--- src/rtl/vmem_pkg.sv ---
package vmem_pkg;
    localparam int unsigned VA_W = 32;

    typedef enum logic [2:0] {
        XK_IDLE   = 3'd0,
        XK_BYPASS = 3'd1,
        XK_WINDOW = 3'd2,
        XK_HIT    = 3'd3,
        XK_MISS   = 3'd4
    } xlate_kind_e;
endpackage

--- src/rtl/vmem_window.sv ---
// Fixed-offset range decode for the kernel window.
module vmem_window
    import vmem_pkg::*;
#(
    parameter logic [VA_W-1:0] WIN_VBASE = 32'hC000_0000,
    parameter logic [VA_W-1:0] WIN_BYTES = 32'h0800_0000,
    parameter logic [VA_W-1:0] WIN_PBASE = 32'h4000_0000
) (
    input  logic [VA_W-1:0] vaddr,
    output logic            in_win,
    output logic [VA_W-1:0] win_paddr
);
    logic [VA_W-1:0] offset;

    // An address below the base wraps to a large offset and fails the compare.
    always_comb begin
        offset    = vaddr - WIN_VBASE;
        in_win    = (offset < WIN_BYTES);
        win_paddr = offset + WIN_PBASE;
    end
endmodule

--- src/rtl/vmem_tlb_array.sv ---
// Slot storage and parallel tag compare.
module vmem_tlb_array #(
    parameter int unsigned ENTRIES = 32,
    parameter int unsigned VPN_W   = 20,
    parameter int unsigned PPN_W   = 20,
    parameter int unsigned IDX_W   = 5
) (
    input  logic               clk,
    input  logic               rst_n,
    input  logic               wr_en,
    input  logic [IDX_W-1:0]   wr_index,
    input  logic [VPN_W-1:0]   wr_vpn,
    input  logic [PPN_W-1:0]   wr_ppn,
    input  logic               inv_all,
    input  logic [VPN_W-1:0]   look_vpn,
    output logic [ENTRIES-1:0] match_vec,
    input  logic [IDX_W-1:0]   sel_idx,
    output logic [PPN_W-1:0]   sel_ppn
);
    logic [VPN_W-1:0] vpn_q   [ENTRIES];
    logic [PPN_W-1:0] ppn_q   [ENTRIES];
    logic             valid_q [ENTRIES];

    for (genvar g = 0; g < ENTRIES; g++) begin : g_slot
        logic slot_wr;
        assign slot_wr = wr_en && (wr_index == IDX_W'(g));

        always_ff @(posedge clk) begin
            if (!rst_n) begin
                valid_q[g] <= 1'b0;
                vpn_q[g]   <= '0;
                ppn_q[g]   <= '0;
            end else if (inv_all) begin
                valid_q[g] <= 1'b0;
            end else if (slot_wr) begin
                valid_q[g] <= 1'b1;
                vpn_q[g]   <= wr_vpn;
                ppn_q[g]   <= wr_ppn;
            end
        end

        assign match_vec[g] = valid_q[g] && (vpn_q[g] == look_vpn);
    end

    assign sel_ppn = ppn_q[sel_idx];
endmodule

--- src/rtl/vmem_prio.sv ---
// Lowest-index-wins encoder over the match vector.
module vmem_prio #(
    parameter int unsigned ENTRIES = 32,
    parameter int unsigned IDX_W   = 5
) (
    input  logic [ENTRIES-1:0] match_vec,
    output logic               any_hit,
    output logic [IDX_W-1:0]   hit_idx
);
    always_comb begin
        any_hit = 1'b0;
        hit_idx = '0;
        for (int i = int'(ENTRIES) - 1; i >= 0; i--) begin
            if (match_vec[i]) begin
                any_hit = 1'b1;
                hit_idx = IDX_W'(i);
            end
        end
    end
endmodule

--- src/rtl/vmem_xlate.sv ---
// Address translator: kernel window, associative page table cache, fault capture.
module vmem_xlate
    import vmem_pkg::*;
#(
    parameter int unsigned     ENTRIES   = 32,
    parameter int unsigned     PAGE_BITS = 12,
    parameter logic [VA_W-1:0] WIN_VBASE = 32'hC000_0000,
    parameter logic [VA_W-1:0] WIN_BYTES = 32'h0800_0000,
    parameter logic [VA_W-1:0] WIN_PBASE = 32'h4000_0000
) (
    input  logic                        clk,
    input  logic                        rst_n,
    input  logic                        req_valid,
    input  logic [VA_W-1:0]             req_vaddr,
    input  logic                        xlate_en,
    input  logic                        wr_en,
    input  logic [$clog2(ENTRIES)-1:0]  wr_index,
    input  logic [VA_W-PAGE_BITS-1:0]   wr_vpn,
    input  logic [VA_W-PAGE_BITS-1:0]   wr_ppn,
    input  logic                        inv_all,
    output logic                        rsp_valid,
    output logic [VA_W-1:0]             rsp_paddr,
    output logic                        rsp_miss,
    output logic [VA_W-1:0]             bad_vaddr
);
    localparam int unsigned VPN_W = VA_W - PAGE_BITS;
    localparam int unsigned IDX_W = $clog2(ENTRIES);

    xlate_kind_e      st_q, st_d;
    logic [VA_W-1:0]  pa_q, pa_d;
    logic [VA_W-1:0]  bad_q;

    logic             in_win;
    logic [VA_W-1:0]  win_pa;
    logic [ENTRIES-1:0] match_vec;
    logic             any_hit;
    logic [IDX_W-1:0] hit_idx;
    logic [VPN_W-1:0] hit_ppn;

    vmem_window #(
        .WIN_VBASE (WIN_VBASE),
        .WIN_BYTES (WIN_BYTES),
        .WIN_PBASE (WIN_PBASE)
    ) u_window (
        .vaddr     (req_vaddr),
        .in_win    (in_win),
        .win_paddr (win_pa)
    );

    vmem_tlb_array #(
        .ENTRIES (ENTRIES),
        .VPN_W   (VPN_W),
        .PPN_W   (VPN_W),
        .IDX_W   (IDX_W)
    ) u_array (
        .clk       (clk),
        .rst_n     (rst_n),
        .wr_en     (wr_en),
        .wr_index  (wr_index),
        .wr_vpn    (wr_vpn),
        .wr_ppn    (wr_ppn),
        .inv_all   (inv_all),
        .look_vpn  (req_vaddr[VA_W-1:PAGE_BITS]),
        .match_vec (match_vec),
        .sel_idx   (hit_idx),
        .sel_ppn   (hit_ppn)
    );

    vmem_prio #(
        .ENTRIES (ENTRIES),
        .IDX_W   (IDX_W)
    ) u_prio (
        .match_vec (match_vec),
        .any_hit   (any_hit),
        .hit_idx   (hit_idx)
    );

    // Next result state and address, decided from the current request.
    always_comb begin
        st_d = XK_IDLE;
        pa_d = '0;
        if (req_valid) begin
            if (!xlate_en) begin
                st_d = XK_BYPASS;
                pa_d = req_vaddr;
            end else if (in_win) begin
                st_d = XK_WINDOW;
                pa_d = win_pa;
            end else if (any_hit) begin
                st_d = XK_HIT;
                pa_d = {hit_ppn, req_vaddr[PAGE_BITS-1:0]};
            end else begin
                st_d = XK_MISS;
                pa_d = '0;
            end
        end
    end

    // State register, result address and fault capture.
    always_ff @(posedge clk) begin
        if (!rst_n) begin
            st_q  <= XK_IDLE;
            pa_q  <= '0;
            bad_q <= '0;
        end else begin
            st_q <= st_d;
            pa_q <= pa_d;
            if (st_d == XK_MISS) begin
                bad_q <= req_vaddr;
            end
        end
    end

    // Outputs decoded from the result state.
    always_comb begin
        rsp_valid = 1'b0;
        rsp_miss  = 1'b0;
        unique case (st_q)
            XK_IDLE:   begin rsp_valid = 1'b0; rsp_miss = 1'b0; end
            XK_BYPASS,
            XK_WINDOW,
            XK_HIT:    begin rsp_valid = 1'b1; rsp_miss = 1'b0; end
            XK_MISS:   begin rsp_valid = 1'b1; rsp_miss = 1'b1; end
            default:   begin rsp_valid = 1'b0; rsp_miss = 1'b0; end
        endcase
    end

    assign rsp_paddr = pa_q;
    assign bad_vaddr = bad_q;
endmodule

--- config.mk ---
export PLATFORM = sky130hd
export DESIGN_NAME = vmem_xlate
export DESIGN_NICKNAME = d
export VERILOG_FILES = /design/src/rtl/vmem_pkg.sv /design/src/rtl/vmem_window.sv /design/src/rtl/vmem_tlb_array.sv /design/src/rtl/vmem_prio.sv /design/src/rtl/vmem_xlate.sv
export SDC_FILE = /design/constraint.sdc
export NUM_CORES = 2
export LEC_CHECK = 0
export ABC_AREA = 1
export BUFFER_PORTS_ARGS = -buffer_cell sky130_fd_sc_hd__buf_2
export CAP_MARGIN = 5
export CORE_MARGIN = 3
export CORE_UTILIZATION = 40
export DETAILED_ROUTE_END_ITERATION = 12
export GPL_ROUTABILITY_DRIVEN = 1
export PLACE_DENSITY = 0.53
export REMOVE_ABC_BUFFERS = 1
export SYNTH_ARGS = -nofsm -noshare
export SYNTH_HDL_FRONTEND = slang
export SYNTH_SLANG_ARGS = --single-unit
--- constraint.sdc ---
create_clock -name clk -period 6.8 [get_ports clk]
set_input_delay 1.36 -clock clk [delete_from_list [all_inputs] [get_ports clk]]
set_output_delay 1.36 -clock clk [all_outputs]
set_load 0.005 [all_outputs]
== Yosys cells after proc, flatten, opt, wreduce, memory -nomap -nowiden ==
Memory sizes are Yosys's and may differ from the RTL's.
Cells that the tools add are included.
W data, S select, Z words.
Operators by class
  add/subtract/negate cells: 2
  magnitude comparators: 1
  equal/unequal tests: 68
  muxes and demuxes: 333
  bitwise logic cells: 128
  reduce and logical (&&, ||, !) cells: 67
Operators by type and width (count)
  $mux W20: 64
  $eq A20 B20 Y1: 32
  $mux W1: 230
  $mux W5: 32
  $or A1 B1 Y1: 128
  $mux W32: 3
  $eq A5 B5 Y1 const B: 16
  $logic_and A1 B1 Y1: 64
  $eq A5 B4 Y1 const B: 8
  $add A32 B31 Y32 const B: 1
  $lt A32 B28 Y1 const B: 1
  $sub A32 B32 Y32 const B: 1
  $eq A5 B3 Y1 const B: 4
  $mux W3: 4
  $eq A5 B2 Y1 const B: 2
  $eq A3 B2 Y1 const B: 2
  $eq A3 B3 Y1 const B: 2
  $eq A5 B1 Y1 const B: 1
  $logic_not A5 Y1: 1
  $reduce_or A4 Y1: 1
  $eq A3 B1 Y1 const B: 1
  $reduce_and A2 Y1: 1
Storage, ports and cells
  bits in registers: 67
  RAM bits: 1312
  bits of input ports: 83
  memories: 3
Memories
  u_array.ppn_q: words 32, bits a word 20, read ports 1, clocked after memory_dff 0, write ports 32, RTL line vmem_tlb_array.sv:21  | logic [PPN_W-1:0] ppn_q [ENTRIES];
  u_array.vpn_q: words 32, bits a word 20, read ports 32, clocked after memory_dff 0, write ports 32, RTL line vmem_tlb_array.sv:20  | logic [VPN_W-1:0] vpn_q [ENTRIES];
  u_array.valid_q: words 32, bits a word 1, read ports 32, clocked after memory_dff 0, write ports 32, RTL line vmem_tlb_array.sv:22  | logic valid_q [ENTRIES];

== Longest topological paths before layout ==
  depth in word-level cells: 39
  mapped depth: 50

== By module ==
From an unflattened synthesis, not the netlist that was laid out.
Unflattened totals
  cell total of the unflattened synthesis: 6814
  area total of the unflattened synthesis: 65759.3 um^2
Modules (own cells, without submodules)
  vmem_tlb_array: instances 1, cells each 6235, area each 62013.2 um^2, seq. area each 39387.8 um^2
  vmem_xlate: instances 1, cells each 433, area each 3012.9 um^2, seq. area each 1341.3 um^2
  vmem_prio: instances 1, cells each 107, area each 442.9 um^2, seq. area each 0.0 um^2
  vmem_window: instances 1, cells each 39, area each 290.3 um^2, seq. area each 0.0 um^2

== Least setup slack after synthesis ==
Ideal clock, no wire load.
  path kind: input to register
  start: input wr_en
  end: memory u_array.ppn_q[16][0], enable pin
  library setup time: 0.493 ns
  data arrival time: 4.796 ns
  setup slack: 1.511 ns
  stages: 5
  buffers on the path: 1
  path through: inv_1 > nor3_1 > inv_1 > clkbuf_1 > o21ai_0
RTL lines
  start: declaration: RTL line vmem_xlate.sv:16  | input logic wr_en,
  end: declaration: RTL line vmem_tlb_array.sv:21

== Final worst setup path ==
  start: input req_vaddr[25]
  end: register pa_q[24], in the netlist rsp_paddr[24]
Between the ends
  word-level cells in the longest chain between the ends: 38
Ends and longest elaborated chain
  start: declaration: RTL line vmem_xlate.sv:14  | input logic [VA_W-1:0] req_vaddr,
  $eq A20 B20 Y1: RTL line vmem_tlb_array.sv:42  | assign match_vec[g] = valid_q[g] && (vpn_q[g] == look_vpn);
  $logic_and A1 B1 Y1: RTL line vmem_tlb_array.sv:42
  $mux W5 (32 in a row): RTL line vmem_prio.sv:14  | if (match_vec[i]) begin
  $mem_v2 Z32 W20
  $mux W32: RTL line vmem_xlate.sv:89  | end else if (any_hit) begin
  $mux W32 *: RTL line vmem_xlate.sv:86  | end else if (in_win) begin
  $mux W32 *: RTL line vmem_xlate.sv:83  | if (!xlate_en) begin
  end signal: assignment: RTL line vmem_xlate.sv:107  | pa_q <= pa_d;
  end: declaration: RTL line vmem_xlate.sv:30  | logic [VA_W-1:0] pa_q, pa_d;
Mark *: on every way between the ends. The rest lies on a longest branch, timed or not.
A chain may end at the register's enable or synchronous reset.

==> out/qor.txt <==
ANT nets after route: 0
Crit Path Max Fanout: 54
Worst setup SP type: primary input
Final wirelength: 235 mm
Hold Path End: u_array.valid_q[1][0]$_DFF_P_
WP data arrival: 6430 ps
Number of flops mapped to enable cells by yosys: 1311
Vias: 50100
Worst hold path type: reg2reg
First-iteration detailed-routing DRC count: 6683
Max incr delay on CP: 480 ps
Die Ht: 406 um
Cells on worst reg2reg path: 46
Critical path class: in2reg
Sink Count: 1379
Leak Pwr: 27.8 nW
Worst-Skew Late Latency: 790 ps
Synthesized flop and latch total: 1379
Worst Hold Launch: u_array.valid_q[1][0]$_DFF_P_
Required time of the critical path: 7500 ps
Area delta synth->final: 13.0%
Clock transition at path regs: 60 ps
Synth Warn #: 0
Fin. max-slew vios: 0
Clock root cell: clkbuf_16
Main synth FF type: edfxtp_1
GRT Overall Usage: 28.0%
Pre-antenna DRT Iters: 6
Die area: 165000 sq um
Antenna violations before repair: 3
Hold Crit Depth: 2
Status: finished clean
RSZ-0062 raised after global routing: no
Worst r2r src: u_array.vpn_q[1][275]$_SDFFCE_PN0P_
WL/cell: 27.1 um
Residual DRC: 0
Synth top area share: 61.5%
Sequential area share after synthesis: 63.7%
Setup Fix Bufs, Post-CTS: 0
Final instance area: 72300 sq um
Most numerous cell in the Yosys netlist: nor2_1
Synth Instances: 6461
Area contributors post-synth: edfxtp_1 (62%), nor2_1 (8.9%), nand3_1 (7.5%)
Final Net Count: 6556
Post-synth cell types: 50
Max frequency: 0.175 GHz
Post-synthesis async set-or-reset flop share: 0%
# rows: 146
CP Capture Type: register
Top Ports: 149
TritonCTS Buffers: 154
Fin crit share: 84.2%
Largest net degree at the start of global routing: 135
Max clock buf depth: 3
Synthesized area: 64000 sq um
GPL Wtd Cong: 0.902
Placed Area: 67500 sq um
Final Hold Viols: 0
CTS tree: built
CP max stage cell: a2111oi_0
Die X: 406 um
Setup violators final: 0
Setup TNS: 0 ps
First-pass GRT wire length: 335 mm
Relative slew slack: 16.2%
Max VDD drop: 0.251 mV
Via-per-instance ratio: 5.78
DP HPWL: 137 mm
Core area: 159000 sq um
R2R Setup Slk: 1990 ps
Commonest cells post-synth: nor2_1 (1525), edfxtp_1 (1311), nand3_1 (957), nand2_1 (911), clkbuf_1 (360)
GR Overflow Total: 0
Avg Synthesized Cell Area: 9.90 sq um
End of the worst register-to-register path: rsp_paddr[24]$_SDFF_PN0_
Power Density: 270 nW/um^2
Post-cts gate resize count: 0
Most used cell, CP: nand2_1
Worst-Margin Slew: 1260 ps
H-tree depth: 4
Fin crit period: 5720 ps
Number of port buffers: 148
Max-Cap Viols: 0
Clock skew: 32.3 ps
Number of global-route vias before repair: 46800
Layout cell share with drive strength beyond 1: 10.9%
Starting Density: 40.3%
CTS Hold Bufs: 0
Synth area leader: edfxtp_1
-- worst max-delay path: cells and delay by family --
| family | cells | cell delay, ps |
|---|---|---|
| AOI/OAI and AO/OA | 3 | 680 |
| and+or+nand+nor | 32 | 2750 |
| buffers and inverters | 6 | 1570 |
-- flip-flops by register name, indices dropped and copies added, names as in the netlist --
register / count
u_array.ppn_q: 640
st_q: 3
u_array.valid_q: 32
rsp_paddr: 32
u_array.vpn_q: 640
bad_vaddr: 32
-- how the worst max path moves through the flow --
stage                  start                       end  slack (ps)  depth (start not counted)
6_report       req_vaddr[25]  rsp_paddr[24]$_SDFF_PN0_        1080                         41
5_1_grt        req_vaddr[25]  rsp_paddr[18]$_SDFF_PN0_         770                         40
4_1_cts        req_vaddr[25]  rsp_paddr[30]$_SDFF_PN0_        1130                         40
3_5_place_dp   req_vaddr[25]  rsp_paddr[30]$_SDFF_PN0_         290                         40
3_3_place_gp   req_vaddr[25]  rsp_paddr[16]$_SDFF_PN0_         170                         40
2_1_floorplan  req_vaddr[31]  rsp_paddr[30]$_SDFF_PN0_       -5690                         15
-- stage by stage --
stage	util [%]	hold WS (ps)	power (mW)	std cells	setup slack, ps
floorplan	-	421	10.7	5904	-5690
global placement	42.5	444	11.4	8388	170
detailed placement	42.5	442	11.5	8388	290
CTS	45.6	454	19.6	8666	1130
global route	45.6	474	20.1	8666	773
finish	45.6	452	19.5	8670	1080
-- cell type report --
type                    instances  area (sq um)
well taps                    2072          2590
flip-flops and latches       1379         40700
inverters                     319          1200
fillers                     14900         86300
repair buffers                412          3250
clock buffers                 210          4210
diodes                          4          10.0
multi-input cells            4206         19700
clock inverters                68           622
-- report_power, final --
| group | switching, mW | leakage (nW) | internal [mW] |
|---|---|---|---|
| logic | 1.04 | 12.3 | 0.356 |
| registers | 0.182 | 13.1 | 9.73 |
| clock network | 3.47 | 2.35 | 4.74 |
-- cell usage in the layout, fill, tap and decap left out, types with 38 or more instances in the layout --
| cell type | count |
|---|---|
| inv_1 | 278 |
| clkbuf_16 | 158 |
| nand2_1 | 879 |
| o21ai_0 | 128 |
| xnor2_1 | 47 |
| o2111ai_1 | 38 |
| a21oi_1 | 46 |
| dfxtp_1 | 68 |
| clkinv_1 | 38 |
| nor2_1 | 1523 |
| clkbuf_1 | 46 |
| buf_12 | 42 |
| nor4_1 | 55 |
| inv_2 | 38 |
| xor2_1 | 124 |
| nand4_1 | 48 |
| buf_2 | 147 |
| nand3_1 | 956 |
| edfxtp_1 | 1311 |
| o22ai_1 | 108 |
| buf_4 | 223 |
-- metal layers --
layer	vias up	track usage, %	share of wire, %
li1	22100	-	-
met1	24900	39.5	41
met2	2610	44.2	46
met3	439	4.67	9.7
met4	2	9.25	3.5
met5	-	0	0.0055
-- logic make-up after synthesis --
logic type | share of synthesized area, %
compound gates | 4.59
xor+xnor | 2.34
fa+ha+maj | 0.0196
buf+inv | 5.81
flops | 63.7
simple gates | 23.6
(Power assumes the default switching activity.)
